File: src/rtl/pllc_pkg.sv
package pllc_pkg;
  localparam int REG_W   = 16;
  localparam int RATE_W  = 4;
  localparam int IFRQ_W  = 4;

  localparam int POS_FLAG  = 13;
  localparam int POS_TEST  = 12;
  localparam int POS_ROUTE = 11;
  localparam int POS_SEL   = 9;
  localparam int POS_DIV   = 8;
  localparam int POS_RATE  = 4;
  localparam int POS_IFRQ  = 0;

  typedef struct packed {
    logic              test;
    logic              route;
    logic              sel;
    logic              div2;
    logic [RATE_W-1:0] rate;
    logic [IFRQ_W-1:0] ifreq;
  } pllc_cfg_t;
endpackage

File: src/rtl/pllc_rst_sync.sv
module pllc_rst_sync #(
  parameter int STAGES = 2
) (
  input  logic clk,
  input  logic rst_n,
  output logic rst_n_sync
);
  logic [STAGES-1:0] chain_q;
  logic [STAGES-1:0] chain_d;

  always_comb begin
    chain_d = {chain_q[STAGES-2:0], 1'b1};
  end

  always_ff @(posedge clk or negedge rst_n) begin
    if (!rst_n) chain_q <= '0;
    else        chain_q <= chain_d;
  end

  assign rst_n_sync = chain_q[STAGES-1];
endmodule

File: src/rtl/pllc_cfg_reg.sv
module pllc_cfg_reg
  import pllc_pkg::*;
(
  input  logic             clk,
  input  logic             rst_n,
  input  logic             wr_en,
  input  logic [REG_W-1:0] wr_data,
  output pllc_cfg_t        cfg
);
  pllc_cfg_t cfg_q;
  pllc_cfg_t cfg_d;
  pllc_cfg_t wr_fields;

  always_comb begin
    wr_fields.test  = wr_data[POS_TEST];
    wr_fields.route = wr_data[POS_ROUTE];
    wr_fields.sel   = wr_data[POS_SEL];
    wr_fields.div2  = wr_data[POS_DIV];
    wr_fields.rate  = wr_data[POS_RATE +: RATE_W];
    wr_fields.ifreq = wr_data[POS_IFRQ +: IFRQ_W];
  end

  always_comb begin
    cfg_d = cfg_q;
    if (wr_en) cfg_d = wr_fields;
  end

  always_ff @(posedge clk or negedge rst_n) begin
    if (!rst_n) cfg_q <= '0;
    else        cfg_q <= cfg_d;
  end

  assign cfg = cfg_q;
endmodule

File: src/rtl/pllc_lock_mon.sv
module pllc_lock_mon #(
  parameter int SYNC_STAGES = 2
) (
  input  logic clk,
  input  logic rst_n,
  input  logic lock_async,
  input  logic test_arm,
  output logic lock_flag
);
  logic [SYNC_STAGES-1:0] sync_q;
  logic [SYNC_STAGES-1:0] sync_d;
  logic                   lock_s;
  logic                   flag_q;
  logic                   flag_d;

  generate
    if (SYNC_STAGES == 1) begin : g_one
      always_comb sync_d = lock_async;
    end else begin : g_many
      always_comb sync_d = {sync_q[SYNC_STAGES-2:0], lock_async};
    end
  endgenerate

  always_ff @(posedge clk or negedge rst_n) begin
    if (!rst_n) sync_q <= '0;
    else        sync_q <= sync_d;
  end

  assign lock_s = sync_q[SYNC_STAGES-1];

  always_comb begin
    flag_d = flag_q;
    if (test_arm)     flag_d = 1'b1;
    else if (!lock_s) flag_d = 1'b0;
  end

  always_ff @(posedge clk or negedge rst_n) begin
    if (!rst_n) flag_q <= 1'b0;
    else        flag_q <= flag_d;
  end

  assign lock_flag = flag_q;
endmodule

File: src/rtl/pll_ctl_reg.sv
module pll_ctl_reg
  import pllc_pkg::*;
#(
  parameter int SYNC_STAGES = 2,
  parameter int RST_STAGES  = 2
) (
  input  logic              clk,
  input  logic              rst_n,
  input  logic              wr_en,
  input  logic [REG_W-1:0]  wr_data,
  output logic [REG_W-1:0]  rd_data,
  input  logic              pll_locked,
  output logic [RATE_W-1:0] rate_ctl,
  output logic              in_div2_en,
  output logic              vco_pd,
  output logic              sysclk_sel_vco,
  output logic              vco_test_route,
  output logic [IFRQ_W-1:0] ifreq_hi
);
  logic      rst_n_int;
  pllc_cfg_t cfg;
  logic      lock_flag;
  logic      rate_zero;

  pllc_rst_sync #(.STAGES(RST_STAGES)) u_rst (
    .clk       (clk),
    .rst_n     (rst_n),
    .rst_n_sync(rst_n_int)
  );

  pllc_cfg_reg u_cfg (
    .clk    (clk),
    .rst_n  (rst_n_int),
    .wr_en  (wr_en),
    .wr_data(wr_data),
    .cfg    (cfg)
  );

  pllc_lock_mon #(.SYNC_STAGES(SYNC_STAGES)) u_lock (
    .clk       (clk),
    .rst_n     (rst_n_int),
    .lock_async(pll_locked),
    .test_arm  (cfg.test),
    .lock_flag (lock_flag)
  );

  always_comb begin
    rate_zero      = (cfg.rate == '0);
    rate_ctl       = cfg.rate;
    vco_pd         = rate_zero;
    sysclk_sel_vco = cfg.sel & ~rate_zero;
    in_div2_en     = cfg.div2;
    vco_test_route = cfg.route;
    ifreq_hi       = cfg.ifreq;
  end

  always_comb begin
    rd_data                      = '0;
    rd_data[POS_FLAG]            = lock_flag;
    rd_data[POS_TEST]            = cfg.test;
    rd_data[POS_ROUTE]           = cfg.route;
    rd_data[POS_SEL]             = cfg.sel;
    rd_data[POS_DIV]             = cfg.div2;
    rd_data[POS_RATE +: RATE_W]  = cfg.rate;
    rd_data[POS_IFRQ +: IFRQ_W]  = cfg.ifreq;
  end
endmodule

File: config.mk
export PLATFORM = sky130hd
export DESIGN_NAME = pll_ctl_reg
export DESIGN_NICKNAME = d
export VERILOG_FILES = /design/src/rtl/pllc_pkg.sv /design/src/rtl/pllc_rst_sync.sv /design/src/rtl/pllc_cfg_reg.sv /design/src/rtl/pllc_lock_mon.sv /design/src/rtl/pll_ctl_reg.sv
export SDC_FILE = /design/constraint.sdc
export NUM_CORES = 1
export LEC_CHECK = 0
export ABC_CLOCK_PERIOD_IN_PS = 1200
export BUFFER_PORTS_ARGS = -buffer_cell sky130_fd_sc_hd__buf_2
export CAP_MARGIN = 10
export CORE_UTILIZATION = 43
export CTS_BUF_LIST = sky130_fd_sc_hd__clkbuf_8
export CTS_CLUSTER_DIAMETER = 60
export CTS_CLUSTER_SIZE = 14
export DETAILED_ROUTE_END_ITERATION = 7
export HOLD_SLACK_MARGIN = 0.02
export PLACE_DENSITY = 0.87
export SETUP_SLACK_MARGIN = 0.15
export SKIP_LAST_GASP = 1
export SLEW_MARGIN = 15
export SYNTH_ARGS = -nofsm -noshare
export SYNTH_HDL_FRONTEND = slang
export SYNTH_SLANG_ARGS = --single-unit
export TNS_END_PERCENT = 30
File: constraint.sdc
create_clock -name clk -period 1.2 [get_ports clk]
set_input_delay 0.24 -clock clk [delete_from_list [all_inputs] [get_ports clk]]
set_output_delay 0.24 -clock clk [all_outputs]
set_load 0.03 [all_outputs]
==> impl_metrics.prom, run 1 <==
# TYPE chip_impl_metric gauge
chip_impl_metric{name="required",unit="ns"} 0.96
chip_impl_metric{name="globalRouteOverflowTotal",unit=""} 0
chip_impl_metric{name="timing.final.ws_setup",unit="ns"} -0.283
chip_impl_metric{name="synth.avg_cell_area",unit="um2"} 15.1
chip_impl_metric{name="syn-instance-count",unit=""} 50
chip_impl_metric{name="die_ar",unit="um2"} 1930
chip_impl_metric{name="holdPathStages",unit=""} 1
chip_impl_metric{name="synth_sequential_area_ratio",unit="%"} 56.4
chip_impl_info{name="timing.setup.critical_path_class",value="flip-flop to primary output"} 1
chip_impl_metric{name="worst-path-stages",unit=""} 2
chip_impl_metric{name="ys_ff_latch",unit=""} 17
chip_impl_metric{name="place.gp.congestion",unit=""} 0.643
chip_impl_metric{name="synth.cell_area",unit="um2"} 754
chip_impl_metric{name="max_fclk",unit="GHz"} 0.674
chip_impl_metric{name="detail-route-antenna-nets",unit=""} 0
chip_impl_metric{name="count_of_different_cell_masters_after_synthesis",unit=""} 9
chip_impl_metric{name="maximum_number_of_pins_on_one_net_before_global_route_repair",unit=""} 16
chip_impl_metric{name="post-route-cell-area",unit="um2"} 1020
chip_impl_metric{name="areaGrowthSynthToFinish",unit="%"} 34.7
chip_impl_metric{name="detailedRoute.firstPassIterationCount",unit=""} 5
chip_impl_metric{name="layout-drive-gt1-share",unit="%"} 74.1
chip_impl_metric{name="avgViaCountPerCell",unit=""} 4.69
chip_impl_info{name="setup.worst_path.start_class",value="flip-flop"} 1
chip_impl_info{name="clock-root-buffer",value="sky130_fd_sc_hd__clkbuf_8"} 1
chip_impl_metric{name="clk_pin_slew_worst_paths",unit="ns"} 0.06
chip_impl_info{name="violations",value="negative setup slack"} 1
chip_impl_metric{name="yosysWarnings",unit=""} 0
chip_impl_metric{name="critPathArrivalTime",unit="ns"} 1.24
chip_impl_metric{name="drt_drc_violations_left",unit=""} 0
chip_impl_metric{name="start_util",unit="%"} 47.9
chip_impl_metric{name="final-max-slew-violation-count",unit=""} 0
chip_impl_metric{name="ff_latch_area",unit="um2"} 429
chip_impl_metric{name="cellPowerDensity",unit="nW/um2"} 1520
chip_impl_metric{name="cts.sinks",unit=""} 17
chip_impl_metric{name="clock_path_buffers",unit=""} 2
chip_impl_metric{name="initialDrtViolationCount",unit=""} 5
chip_impl_metric{name="hold_slack",unit="ns"} 0.0916
chip_impl_info{name="status",value="finished with violations"} 1
chip_impl_metric{name="worst_r2r_path_depth",unit=""} 2
chip_impl_metric{name="timing.max_cap.violations",unit=""} 0
chip_impl_metric{name="insertion_delay",unit="ns"} 0.25
chip_impl_metric{name="maxSlewHeadroom",unit="%"} 61.9
chip_impl_metric{name="fp.dieH",unit="um"} 43.9
chip_impl_info{name="reg2reg_from",value="u_cfg.cfg[4]"} 1
chip_impl_metric{name="critical_path.max_fanout",unit=""} 3
chip_impl_metric{name="wirelength",unit="um"} 1300
chip_impl_info{name="hp-start",value="pll_locked"} 1
chip_impl_metric{name="avg_wl_per_cell",unit="um"} 12.9
chip_impl_metric{name="post-place-cells",unit=""} 95
chip_impl_metric{name="post_layout_nonfiller_instances",unit=""} 101
chip_impl_metric{name="post-route-period-util",unit="%"} 124
chip_impl_metric{name="num_rows",unit=""} 14
chip_impl_info{name="slowest_stage",value="sky130_fd_sc_hd__dfrtp_2"} 1
chip_impl_metric{name="nNetsFinal",unit=""} 106
chip_impl_metric{name="count_of_buffers_inserted_at_the_top_level_ports",unit=""} 40
chip_impl_metric{name="num_vias",unit=""} 474
chip_impl_metric{name="num-fill-cells",unit=""} 132
chip_impl_metric{name="grt_pass1_wl",unit="um"} 1970
chip_impl_info{name="cp_top_family",value="flip-flops"} 1
chip_impl_info{name="endpoint_kind",value="primary output"} 1
chip_impl_metric{name="period_minus_slack",unit="ns"} 1.48
chip_impl_metric{name="critPathBufInv",unit=""} 1
chip_impl_info{name="hold_path_class",value="input port to flip-flop"} 1
chip_impl_metric{name="die_x_extent",unit="um"} 43.9
chip_impl_metric{name="final_hold_viol_count",unit=""} 0
chip_impl_metric{name="hpwlAfterDp",unit="um"} 985
chip_impl_metric{name="finalSetupViolations",unit=""} 2
chip_impl_metric{name="detailedPlace.worstSlack",unit="ns"} -0.0371
chip_impl_metric{name="boundaryPins",unit=""} 48
chip_impl_metric{name="grt_pass1_vias",unit=""} 456
chip_impl_metric{name="num_antenna_cells",unit=""} 0
chip_impl_info{name="layout_commonest_cell",value="sky130_fd_sc_hd__buf_2"} 1
chip_impl_metric{name="postPlaceCellArea",unit="um2"} 900
chip_impl_metric{name="cts_inserted_buffers",unit=""} 3
chip_impl_info{name="final_cell_mix",value="sky130_fd_sc_hd__buf_2, sky130_fd_sc_hd__dfrtp_1, sky130_fd_sc_hd__mux2_4"} 1
chip_impl_metric{name="cts_max_level",unit=""} 1
chip_impl_metric{name="fin_worst_skew",unit="ns"} 0.00126
chip_impl_metric{name="critical-path-max-stage-delay",unit="ns"} 0.43
chip_impl_metric{name="worstMarginPinSlew",unit="ns"} 0.572
chip_impl_metric{name="p_total",unit="mW"} 1.54
chip_impl_metric{name="area_of_combinational_cells_with_multiple_inputs",unit="um2"} 228
chip_impl_metric{name="vdd_ir_drop_max",unit="mV"} 1.03
chip_impl_metric{name="track_usage",unit="%"} 15.2
chip_impl_info{name="series_of_cell_instances_along_the_critical_path",value="o41a_1 > buf_6"} 1
chip_impl_info{name="worst_setup_path_startpoint",value="u_cfg.cfg[6]"} 1
chip_impl_info{name="rsz0062_at_grt",value="true"} 1
chip_impl_metric{name="core_area",unit="um2"} 1580
chip_impl_metric{name="number_of_antenna_violations_at_the_first_check_in_global_routing",unit=""} 0
chip_impl_metric{name="static-leakage-power",unit="nW"} 0.533
chip_impl_info{name="tritoncts_clock_tree",value="done"} 1
[cells in the mapped netlist (all sizes together)]
master | n | area, um2
dfrtp | 17 | 425
buf | 16 | 124
mux2 | 12 | 173
conb | 2 | 7.51
a21o | 1 | 7.51
nor4 | 1 | 6.26
o41a | 1 | 11.3
[cells by family (layout without fill, tap and decap cells)]
group,count (synthesis),after routing,share of synthesized area [%]
AND/OR/NAND/NOR,1,1,0.830
AO/OA/AOI/OAI,2,2,2.49
buffers and inverters,16,49,16.4
other,2,4,0.995
multiplexers,12,12,22.9
flip-flops,17,17,56.4
[per-stage QoR]
stage,TNS [ns],util (%)
after floorplan,-0.132,-
after global placement,-0.0312,57.1
after detailed placement,-0.0371,57.1
after CTS,-0.617,63.8
after global routing,-0.697,64.4
final,-0.466,64.4
[state kept, by name (all words and copies together), names as in the netlist]
| register | count |
|---|---|
| u_cfg.cfg | 12 |
| u_lock.lock_flag | 1 |
| u_lock.sync_q | 2 |
| u_rst.chain_q | 2 |
[per-layer routing]
metal	wire length, um	vias to the layer above	GRT usage, %
met5	0	-	0
met4	0	0	7.27
met3	85	0	7.50
met2	667	27	23.9
met1	550	227	17.4
li1	-	220	-
[worst register-to-register path, stage by stage (launching register included)]
cell and delay (ns):
sky130_fd_sc_hd__dfrtp_2 0.43, sky130_fd_sc_hd__buf_6 0.13, sky130_fd_sc_hd__mux2_4 0.26
[worst paths after layout]
kind | to | slack (ns)
min | u_lock.sync_q[0] | 0.09
min reg2reg | u_cfg.cfg[1] | 0.24
max | sysclk_sel_vco | -0.28
min in group asynchronous | u_cfg.cfg[1] | 0.24
max reg2reg | u_cfg.cfg[4] | 0.25
max in group asynchronous | u_cfg.cfg[6] | 0.56
[power by group]
part / internal (mW) / switching (mW) / total [mW]
sequential: 0.627 / 0.0500 / 0.677
combinational: 0.191 / 0.264 / 0.454
clock: 0.227 / 0.183 / 0.410
total: 1.04 / 0.497 / 1.54
[timing repair]
item                                    CTS  global route
gates cloned                              0             0
hold endpoints to repair                  2             0
gates resized for setup                  14             4
pin swaps                                 1             2
hold buffers                              1             0
endpoints found under the setup margin   25            25
setup buffers                             1             0
[final cells by class]
cell class	instances	area share, %
Clock buffer	3	4.06
Clock inverter	1	0.369
Multi-Input combinational cell	19	22.4
Sequential cell	17	42.2
Tap cell	16	1.97
Timing Repair Buffer	45	28.9
Power figures use the tool's default switching activity.
==> run 2, diff against run 1 <==
Settings changed: ABC_CLOCK_PERIOD_IN_PS 1200 to 1300, CORE_UTILIZATION 43 to 39, PLACE_DENSITY 0.87 to 0.83, SLEW_MARGIN 15 to 10.
Clock period 1.2 ns to 1.3 ns, I/O delays scaled along.
==> impl_metrics.prom, run 2 (synthesized netlist as in run 1, its figures left out) <==
# TYPE chip_impl_metric gauge
chip_impl_info{name="status",value="finished with violations"} 1
chip_impl_info{name="violations",value="negative setup slack"} 1
chip_impl_metric{name="die_x_extent",unit="um"} 46.0
chip_impl_info{name="cp_top_family",value="compound AO/OA/AOI/OAI gates"} 1
chip_impl_metric{name="detailedRoute.firstPassIterationCount",unit=""} 2
chip_impl_metric{name="final-max-slew-violation-count",unit=""} 0
chip_impl_metric{name="required",unit="ns"} 1.04
chip_impl_metric{name="power.share.switching",unit="%"} 32.6
chip_impl_metric{name="cellPowerDensity",unit="nW/um2"} 1420
chip_impl_metric{name="wl_met1",unit="um"} 505
chip_impl_metric{name="maxSlewHeadroom",unit="%"} 59.9
chip_impl_metric{name="place.gp.congestion",unit=""} 0.633
chip_impl_info{name="crit-reg2reg-capture",value="u_cfg.cfg[4]"} 1
chip_impl_metric{name="track_usage",unit="%"} 13.3
chip_impl_metric{name="area_of_combinational_cells_with_multiple_inputs",unit="um2"} 228
chip_impl_metric{name="start_util",unit="%"} 42.8
chip_impl_info{name="crit_end",value="sysclk_sel_vco"} 1
chip_impl_metric{name="globalRouteOverflowTotal",unit=""} 0
chip_impl_metric{name="fin_worst_skew",unit="ns"} 0.00172
chip_impl_info{name="hold_path_class",value="input port to flip-flop"} 1
chip_impl_info{name="clock-root-buffer",value="sky130_fd_sc_hd__clkbuf_8"} 1
chip_impl_metric{name="critical-path-max-stage-delay",unit="ns"} 0.44
chip_impl_metric{name="die_ar",unit="um2"} 2110
chip_impl_info{name="rsz0062_at_grt",value="true"} 1
chip_impl_info{name="route.top_layer_used",value="met4"} 1
chip_impl_info{name="endpoint_kind",value="primary output"} 1
chip_impl_metric{name="vdd_ir_drop_max",unit="mV"} 0.935
chip_impl_metric{name="period_minus_slack",unit="ns"} 1.53
chip_impl_metric{name="avg_wl_per_cell",unit="um"} 12.0
chip_impl_metric{name="largest_register_ffs",unit=""} 12
chip_impl_info{name="final_cell_mix",value="sky130_fd_sc_hd__buf_2, sky130_fd_sc_hd__dfrtp_1, sky130_fd_sc_hd__mux2_4"} 1
chip_impl_metric{name="worst-path-stages",unit=""} 2
chip_impl_metric{name="wl_met3",unit="um"} 110
chip_impl_info{name="setup.worst_path.start_class",value="flip-flop"} 1
chip_impl_metric{name="timing.max_cap.violations",unit=""} 0
chip_impl_metric{name="cts_max_level",unit=""} 1
chip_impl_metric{name="grt_pass1_wl",unit="um"} 1880
chip_impl_metric{name="num_antenna_cells",unit=""} 0
chip_impl_metric{name="cts.sinks",unit=""} 17
chip_impl_metric{name="reg2reg_slack",unit="ns"} 0.35
chip_impl_metric{name="power.share.clock",unit="%"} 27.2
chip_impl_metric{name="pwr-share-seq",unit="%"} 45.3
chip_impl_metric{name="num_vias",unit=""} 477
chip_impl_metric{name="wirelength",unit="um"} 1300
chip_impl_metric{name="nNetsFinal",unit=""} 104
chip_impl_metric{name="cell_internal_pwr",unit="mW"} 0.936
chip_impl_metric{name="final_hold_viol_count",unit=""} 0
chip_impl_metric{name="num-fill-cells",unit=""} 167
chip_impl_info{name="timing.setup.critical_path_class",value="flip-flop to primary output"} 1
chip_impl_metric{name="max_fclk",unit="GHz"} 0.655
chip_impl_metric{name="initialDrtViolationCount",unit=""} 1
chip_impl_metric{name="num_rows",unit=""} 15
chip_impl_metric{name="post-route-period-util",unit="%"} 117
chip_impl_metric{name="clock_path_buffers",unit=""} 2
chip_impl_metric{name="static-leakage-power",unit="nW"} 0.513
chip_impl_info{name="series_of_cell_instances_along_the_critical_path",value="o41a_1 > buf_6"} 1
chip_impl_metric{name="comb_power_share",unit="%"} 27.5
chip_impl_metric{name="route.met2.wl",unit="um"} 657
chip_impl_metric{name="detail-route-antenna-nets",unit=""} 0
chip_impl_metric{name="critPathBufInv",unit=""} 1
chip_impl_metric{name="avgViaCountPerCell",unit=""} 4.42
chip_impl_metric{name="cts_inserted_buffers",unit=""} 3
chip_impl_metric{name="finalSetupViolations",unit=""} 2
chip_impl_metric{name="clk_pin_slew_worst_paths",unit="ns"} 0.06
chip_impl_info{name="layout_commonest_cell",value="sky130_fd_sc_hd__buf_2"} 1
chip_impl_info{name="reg2reg_from",value="u_cfg.cfg[4]"} 1
chip_impl_metric{name="number_of_antenna_violations_at_the_first_check_in_global_routing",unit=""} 0
chip_impl_metric{name="count_of_buffers_inserted_at_the_top_level_ports",unit=""} 40
chip_impl_metric{name="switchingPower",unit="mW"} 0.454
chip_impl_metric{name="finish.utilization",unit="%"} 55.6
chip_impl_metric{name="drt_drc_violations_left",unit=""} 0
chip_impl_metric{name="maximum_number_of_pins_on_one_net_before_global_route_repair",unit=""} 16
chip_impl_metric{name="totalNegativeSetupSlack",unit="ns"} -0.325
chip_impl_info{name="worst_setup_path_startpoint",value="u_cfg.cfg[4]"} 1
chip_impl_metric{name="timing.final.ws_setup",unit="ns"} -0.227
chip_impl_metric{name="insertion_delay",unit="ns"} 0.25
chip_impl_metric{name="worst_r2r_path_depth",unit=""} 2
chip_impl_metric{name="core_area",unit="um2"} 1760
chip_impl_metric{name="fp.dieH",unit="um"} 46.0
chip_impl_info{name="slowest_stage",value="sky130_fd_sc_hd__o41a_1"} 1
chip_impl_metric{name="worstMarginPinSlew",unit="ns"} 0.602
chip_impl_metric{name="boundaryPins",unit=""} 48
chip_impl_metric{name="ff_latch_area",unit="um2"} 429
chip_impl_info{name="tritoncts_clock_tree",value="done"} 1
chip_impl_metric{name="critical_path.max_fanout",unit=""} 3
chip_impl_metric{name="grt_pass1_vias",unit=""} 451
chip_impl_metric{name="layout-drive-gt1-share",unit="%"} 73.5
chip_impl_metric{name="areaGrowthSynthToFinish",unit="%"} 30.0
chip_impl_metric{name="critPathArrivalTime",unit="ns"} 1.27
## run 2: cell count changes in the layout (fill, tap and decap cells not counted), sizes merged
cell	change
buf	-2
## run 2: layout make-up
class / instances / share of cell area [%]
timing repair buffer: 43 / 25.3
clock buffer: 3 / 4.21
clock inverter: 1 / 0.383
multi-input combinational: 19 / 23.2
tap: 25 / 3.19
sequential: 17 / 43.8
## run 2: power by group through the flow
stage          Combinational (mW)  Sequential (mW)  Clock (mW)
2_1_floorplan               0.242            0.704           0
5_1_grt                     0.403            0.639       0.397
3_5_place_dp                0.362            0.640           0
4_1_cts                     0.376            0.630       0.383
3_3_place_gp                0.358            0.636           0
6_report                    0.383            0.629       0.378
## run 2: repair_timing
item,CTS,global route
hold buffers,1,0
pin swaps,0,1
setup buffers,1,0
resized for setup,2,7
hold endpoints to repair,2,0
setup endpoints to repair,6,10
## run 2: worst min-delay path by stage
stage / from / to / slack [ns] / cells past startpoint
6_report: pll_locked / u_lock.sync_q[0] / 0.12 / 1
5_1_grt: pll_locked / u_lock.sync_q[0] / 0.11 / 1
4_1_cts: pll_locked / u_lock.sync_q[0] / 0.11 / 1
3_5_place_dp: rst_n / u_rst.chain_q[1] / 0.05 / 1
3_3_place_gp: rst_n / u_rst.chain_q[0] / 0.05 / 1
2_1_floorplan: rst_n / u_rst.chain_q[0] / -0.04 / 0
## run 2: through the flow
step	worst slack [ns]	power, mW	cells	instance area [um2]	hold slack [ns]
detailed placement	0.0214	1.00	102	896	0.0497
finish	-0.227	1.39	108	981	0.117
CTS	-0.218	1.39	108	965	0.113
floorplan	-0.0158	0.946	52	781	-0.0356
global route	-0.248	1.44	108	981	0.111
global placement	0.0297	0.995	102	896	0.0475
## run 2: layer usage
| layer | GRT usage [%] | up-vias |
|---|---|---|
| met5 | 0 | - |
| met4 | 10.6 | 0 |
| met3 | 2.78 | 4 |
| met2 | 20.0 | 30 |
| met1 | 16.4 | 232 |
| li1 | - | 211 |
